**src/rtl/lsr_pkg.sv**
```systemverilog
`timescale 1ns/1ps
package lsr_pkg;

  typedef enum logic [1:0] {
    SEQ_IDLE  = 2'd0,
    SEQ_READ  = 2'd1,
    SEQ_TRACK = 2'd2
  } seq_state_e;

  // Index shown to the multiplexer for a given state and counter value.
  function automatic int shown_index(seq_state_e st, int cnt);
    int r;
    case (st)
      SEQ_READ:  r = cnt;
      SEQ_TRACK: r = 1;
      default:   r = 0;
    endcase
    return r;
  endfunction

  // A start during an unfinished readout is a restart rather than a new cycle.
  function automatic bit is_restart(bit start, seq_state_e st, int cnt, int n_pix);
    return start && (st == SEQ_READ) && (cnt < n_pix);
  endfunction

  // Counter value that follows the current one when no start arrives.
  function automatic int next_count(int cnt, int n_pix);
    return (cnt >= n_pix) ? 1 : cnt + 1;
  endfunction

endpackage

```
**src/rtl/lsr_pixel_counter.sv**
```systemverilog
`timescale 1ns/1ps
module lsr_pixel_counter
  import lsr_pkg::*;
#(
  parameter int NUM_PIX = 64,
  parameter int IDX_W   = $clog2(NUM_PIX + 1)
) (
  input  logic             clk,
  input  logic             rst_n,
  input  logic             start,
  output seq_state_e       state,
  output logic [IDX_W-1:0] cnt,
  output logic             fresh,
  output logic             restart_ev,
  output logic             new_start_ev,
  output logic             release_ev
);

  localparam logic [IDX_W-1:0] LAST_IDX = IDX_W'(NUM_PIX);
  localparam logic [IDX_W-1:0] PEN_IDX  = IDX_W'(NUM_PIX - 1);
  localparam logic [IDX_W-1:0] ONE_IDX  = IDX_W'(1);

  always_comb begin
    restart_ev   = is_restart(start, state, int'(cnt), NUM_PIX);
    new_start_ev = start && !restart_ev;
    release_ev   = !start && (state == SEQ_READ) && (cnt == PEN_IDX);
  end

  always_ff @(posedge clk or negedge rst_n) begin
    if (!rst_n) begin
      state <= SEQ_IDLE;
      cnt   <= '0;
      fresh <= 1'b0;
    end else if (start) begin
      state <= SEQ_READ;
      cnt   <= ONE_IDX;
      fresh <= new_start_ev;
    end else begin
      case (state)
        SEQ_READ: begin
          if (cnt == LAST_IDX) begin
            state <= SEQ_TRACK;
            fresh <= 1'b0;
          end
          cnt <= IDX_W'(next_count(int'(cnt), NUM_PIX));
        end
        SEQ_TRACK: begin
          cnt <= ONE_IDX;
        end
        default: begin
          cnt <= '0;
        end
      endcase
    end
  end

endmodule

```
**src/rtl/lsr_hold_ctrl.sv**
```systemverilog
`timescale 1ns/1ps
module lsr_hold_ctrl (
  input  logic clk,
  input  logic rst_n,
  input  logic new_start_ev,
  input  logic release_ev,
  output logic hold_main,
  output logic hold_last
);

  always_ff @(posedge clk or negedge rst_n) begin
    if (!rst_n) begin
      hold_main <= 1'b0;
    end else if (new_start_ev) begin
      hold_main <= 1'b1;
    end else if (release_ev) begin
      hold_main <= 1'b0;
    end
  end

  // Pixel 64 trails the shared line by one clock in both directions.
  always_ff @(posedge clk or negedge rst_n) begin
    if (!rst_n) begin
      hold_last <= 1'b0;
    end else begin
      hold_last <= hold_main;
    end
  end

endmodule

```
**src/rtl/lsr_integ_pulse.sv**
```systemverilog
`timescale 1ns/1ps
module lsr_integ_pulse
  import lsr_pkg::*;
#(
  parameter int IDX_W    = 7,
  parameter int PULSE_AT = 2
) (
  input  logic             clk,
  input  logic             rst_n,
  input  seq_state_e       state,
  input  logic [IDX_W-1:0] cnt,
  input  logic             fresh,
  output logic             fire,
  output logic             integ_rst_n
);

  localparam logic [IDX_W-1:0] FIRE_IDX = IDX_W'(PULSE_AT);

  assign fire = fresh && (state == SEQ_READ) && (cnt == FIRE_IDX);

  // Falling-edge register: output is a clean full-clock low pulse.
  always_ff @(negedge clk or negedge rst_n) begin
    if (!rst_n) begin
      integ_rst_n <= 1'b0;
    end else begin
      integ_rst_n <= !fire;
    end
  end

endmodule

```
**src/rtl/lsr_readout_seq.sv**
```systemverilog
`timescale 1ns/1ps
module lsr_readout_seq
  import lsr_pkg::*;
#(
  parameter int NUM_PIX = 64,
  parameter int IDX_W   = $clog2(NUM_PIX + 1)
) (
  input  logic             clk,
  input  logic             rst_n,
  input  logic             start,
  output logic [IDX_W-1:0] pix_idx,
  output logic             pix_valid,
  output logic             hold_main,
  output logic             hold_last,
  output logic             integ_rst_n
);

  localparam int PULSE_AT = 2;

  seq_state_e       state;
  logic [IDX_W-1:0] cnt;
  logic             fresh;
  logic             restart_ev;
  logic             new_start_ev;
  logic             release_ev;
  logic             integ_fire;

  lsr_pixel_counter #(
    .NUM_PIX (NUM_PIX),
    .IDX_W   (IDX_W)
  ) u_cnt (
    .clk          (clk),
    .rst_n        (rst_n),
    .start        (start),
    .state        (state),
    .cnt          (cnt),
    .fresh        (fresh),
    .restart_ev   (restart_ev),
    .new_start_ev (new_start_ev),
    .release_ev   (release_ev)
  );

  lsr_hold_ctrl u_hold (
    .clk          (clk),
    .rst_n        (rst_n),
    .new_start_ev (new_start_ev),
    .release_ev   (release_ev),
    .hold_main    (hold_main),
    .hold_last    (hold_last)
  );

  lsr_integ_pulse #(
    .IDX_W    (IDX_W),
    .PULSE_AT (PULSE_AT)
  ) u_integ (
    .clk         (clk),
    .rst_n       (rst_n),
    .state       (state),
    .cnt         (cnt),
    .fresh       (fresh),
    .fire        (integ_fire),
    .integ_rst_n (integ_rst_n)
  );

  assign pix_idx   = IDX_W'(shown_index(state, int'(cnt)));
  assign pix_valid = (state == SEQ_READ);

endmodule

```
**config.mk**
```make
export PLATFORM = sky130hd
export DESIGN_NAME = lsr_readout_seq
export DESIGN_NICKNAME = d
export VERILOG_FILES = /design/src/rtl/lsr_pkg.sv /design/src/rtl/lsr_pixel_counter.sv /design/src/rtl/lsr_hold_ctrl.sv /design/src/rtl/lsr_integ_pulse.sv /design/src/rtl/lsr_readout_seq.sv
export SDC_FILE = /design/constraint.sdc
export NUM_CORES = 1
export LEC_CHECK = 0
export ABC_AREA = 1
export BUFFER_PORTS_ARGS = -buffer_cell sky130_fd_sc_hd__clkbuf_2
export CORE_AREA = 4 4 41 43
export DETAILED_ROUTE_END_ITERATION = 8
export DIE_AREA = 0 0 45 47
export GPL_ROUTABILITY_DRIVEN = 1
export PLACE_DENSITY = 0.74
export SLEW_MARGIN = 5
export SYNTH_ARGS = -nofsm -noshare
export SYNTH_HDL_FRONTEND = slang
export SYNTH_SLANG_ARGS = --single-unit
```
**constraint.sdc**
```tcl
create_clock -name clk -period 2.49 [get_ports clk]
set_clock_uncertainty 0.2 [all_clocks]
set_input_delay 0.498 -clock clk [delete_from_list [all_inputs] [get_ports clk]]
set_output_delay 0.498 -clock clk [all_outputs]
set_load 0.02 [all_outputs]
```
# Yosys cells after proc, flatten, opt, wreduce, memory -nomap -nowiden
# Index checks and enable logic that the tools add are counted.
[totals] ff_bits=13 latchBits=0 ram_bits=0 mem_bits_ro=0 input_bits=3 output_inout_bits=11 elab_cells=40 mem_count=0
[op_classes] add_sub_neg=1 multipliers=0 div=0 magnitude_cmp=2 eq_ne=5 shifts=0 mux=12 bitwise_logic=0 n_reduce_logical=14
[op_table] op="case mux 7 bit (2 select lines)" n=2
[op_table] op="two-way mux 7 bit" n=2
[op_table] op="adder 7 x 1 -> 7 bit (second input constant)" n=1
[op_table] op="== test 7 x 2 -> 1 bit (second input constant)" n=1
[op_table] op="== test 7 x 6 -> 1 bit (second input constant)" n=1
[op_table] op="== test 7 bit (second input constant)" n=1
[op_table] op="greater-or-equal comparator 7 bit (second input constant)" n=1
[op_table] op="logical AND 1 bit" n=7
[op_table] op="< comparator 7 bit (second input constant)" n=1
[op_table] op="two-way mux 2 bit" n=3
[op_table] op="nonzero test 2 bit" n=3
[op_table] op="two-way mux 1 bit" n=5
[op_table] op="zero test 1 bit" n=3
[op_table] op="== test 2 x 1 -> 1 bit (second input constant)" n=1
[op_table] op="== test 2 bit (second input constant)" n=1
[op_table] op="AND reduction 2 bit" n=1

# Depth between registers and ports, before layout
[depth] ltp_word=6 ltp_mapped=8 depth_no_buf=7

# By module
# From an unflattened synthesis, not the netlist that was laid out.
[unflattened] hier_cells=105 area_unflattened_um2=807.0
[modules_own_cells] mod="lsr_pixel_counter" instances=1 cells_each=63 area_per_inst_um2=543.0 seq_area_each_um2=250.2
[modules_own_cells] mod="lsr_readout_seq" instances=1 cells_each=20 area_per_inst_um2=108.9 seq_area_each_um2=0.0
[modules_own_cells] mod="lsr_integ_pulse" instances=1 cells_each=16 area_per_inst_um2=90.1 seq_area_each_um2=25.0
[modules_own_cells] mod="lsr_hold_ctrl" instances=1 cells_each=6 area_per_inst_um2=65.1 seq_area_each_um2=50.0

==> flow_summary.toml <==
[clock_tree]
worstSkewPairLatency_ns = 0.28
htreeDepth = 1
cts_buffer_depth = 2
cts_buffers = 3
tritoncts = "built"
cts.sinks = 13
cts_root_buf = "clkbuf_4"
path_clk_slew_ns = 0.08

[global_routing]
grt_pass1_vias = 549
grt_max_degree = 13
antenna_found_initial = 0
gr-total-overflow = 0
grt_use_total_pct = 16.3
grt_pass1_wl_mm = 2.44

[place]
portBuffers = 13
place_hpwl_mm = 1.12
pre_cts_ws_ns = 0.0136
routabilityCongestion = 0.748
dp.cells = 121
placed_cell_area_um2 = 847

[pwr]
power_frac_comb_pct = 20.2
p_int_mw = 0.318
swShare_pct = 29.2
power_density_nw_per_um2 = 478
power_switching_mw = 0.132
power_mw = 0.450
p_seq_share_pct = 50.4
peakVddDrop_mv = 0.253
power_leakage_nw = 0.531
clkPwrFrac_pct = 29.4

[job]
max-cap-violations = 0

[setup_path]
timing.rr.start = "u_cnt.cnt[0]"
startpoint_type = "register"
crit_slowest_cell = "dfrtn_1"
crit_buf_inv = 1
critical_path.max_fanout = 1
arrival_ns = 2.07
reg2reg_depth = 5
rrSetupSlack_ns = 0.05
crit_path_cell_trace = "clkbuf_8"
crit_type = "reg -> out"
cp_top_family = "flip-flops"
slowest_delay_ns = 0.40
required_ns = 1.79
end_kind = "output port"
r2r_end = "u_integ.integ_rst_n"
path_depth = 1

[drt]
ant_nets = 0
drt-initial-drc-count = 5
drcViolationCount = 0
wl_mm = 1.56
wl_per_cell_um = 12.1
wl_met1_um = 671
via_per_inst = 4.71
wl_met2_um = 797
dr.max_layer_used = "met4"
num_vias = 607
dr.pass1.iters = 4
routed-wl-met3_um = 66

[sta]
setup_slack_ns = -0.276
rsz0062_at_grt = "yes"
setup_viol = 1
whs_ns = 0.215
max_slew.worst_pin.slew_ns = 0.189
relSlewSlack_pct = 87.4
hold_violations = 0
report.final.slew_viol_count = 0
tns_ns = -0.276

[synth]
synthSimpleGateAreaFrac_pct = 29.3
avgSynthCellArea_um2 = 8.15
ys_warn_count = 0
synth_compound_area_share_pct = 3.53
synth_cells = 87
ys_types = 17
ys_ff_latch = 13
synthMuxAreaShare_pct = 0
synth_top_family_by_area = "simple AND/OR/NAND/NOR gates"
yosys.area_share.adder_pct = 8.82
synth_nets = 95
ys_seq_area_share_pct = 45.9
synth_xor_area_share_pct = 2.47
synth_area_um2 = 709

[die]
rows = 13
dieArea_um2 = 2120
initial_utilization_pct = 54.5
fp.dieW_um = 45
pin_count = 14
die_h_um = 47
core_um2 = 1300

[worst_hold_path]
min_path_cells = 0
hp-class = "reg -> reg"
hold_end = "u_hold.hold_last"
worstHoldStart = "u_hold.hold_main"

[run_status]
status = "finished, violations left"
violations = "setup timing"

[final_layout]
nFillCells = 98
final_common_cell = "nand2_1"
n_antenna_cell = 0
final_core_utilization_pct = 72.4
multi_input_area_um2 = 353
drive_gt1_share_pct = 35.1
instances_no_fill = 129
regArea_um2 = 325
fin_nets = 123
final_cell_mix = "nand2_1, inv_1, nor2_1, clkbuf_2, dfrtp_1"
final_area_um2 = 942
syn2layout_area_growth_pct = 32.8
-- worst max path at each step --
| stage | to | from | slack [ns] |
|---|---|---|---|
| finish | integ_rst_n | u_integ.integ_rst_n | -0.28 |
| global route | integ_rst_n | u_integ.integ_rst_n | -0.31 |
| CTS | integ_rst_n | u_integ.integ_rst_n | -0.28 |
| detailed placement | integ_rst_n | u_integ.integ_rst_n | 0.01 |
| global placement | integ_rst_n | u_integ.integ_rst_n | 0.03 |
| floorplan | u_integ.integ_rst_n | u_cnt.state[1] | -0.06 |
-- synth_stat cells --
cell type	number	area, um^2
ha_1	5	62.6
xnor2_1	1	8.76
xor2_1	1	8.76
nand2_4	1	11.3
inv_1	15	56.3
o21ai_0	3	15.0
nor2_1	13	48.8
inv_2	1	3.75
dfrtp_1	12	300
a21oi_1	2	10.0
dfrtn_1	1	25.0
nor3_4	1	16.3
nor2_2	3	18.8
nand3_2	1	10.0
nand3_1	4	20.0
buf_6	1	11.3
nand2_1	22	82.6
-- power groups by stage --
| stage | Sequential (mW) | Clock, mW | Combinational, mW |
|---|---|---|---|
| after detailed placement | 0.230 | 0 | 0.0837 |
| after CTS | 0.226 | 0.134 | 0.0853 |
| after floorplan | 0.239 | 0 | 0.0371 |
| after global placement | 0.230 | 0 | 0.0802 |
| after global routing | 0.228 | 0.141 | 0.100 |
| final | 0.227 | 0.132 | 0.0908 |
-- cell families after synthesis --
| family | after synthesis |
|---|---|
| compound gates | 5 |
| xor+xnor | 2 |
| fa+ha+maj | 5 |
| buf+inv | 17 |
| flops | 13 |
| simple gates | 45 |
-- registers in the layout (all words and copies together), names as in the netlist --
| register | flops |
|---|---|
| u_hold.hold_last | 1 |
| u_cnt.cnt | 7 |
| u_hold.hold_main | 1 |
| u_integ.integ_rst_n | 1 |
| u_cnt.state | 2 |
| u_cnt.fresh | 1 |
-- routing by layer --
layer | global-route usage, % | up-vias
met2 | 27.7 | 13
met5 | 0 | -
met4 | 8.77 | 0
li1 | - | 313
met1 | 19.9 | 277
met3 | 2.68 | 4
-- final cells by class --
type                    count  area share (%)
clock buffers               4            2.79
inverters                  16            6.37
multi-input cells          57            37.5
flip-flops and latches     13            34.5
well taps                  15            1.99
repair buffers             24            16.9
-- timing repair --
item / in CTS / in global routing
hold endpoints to repair: 12 / 0
setup buffers: 0 / 3
pin swaps: 0 / 1
cloned: 0 / 0
gates resized for setup: 2 / 7
endpoints found under the setup margin: 1 / 2
hold buffers: 1 / 0
(Power assumes the default switching activity.)
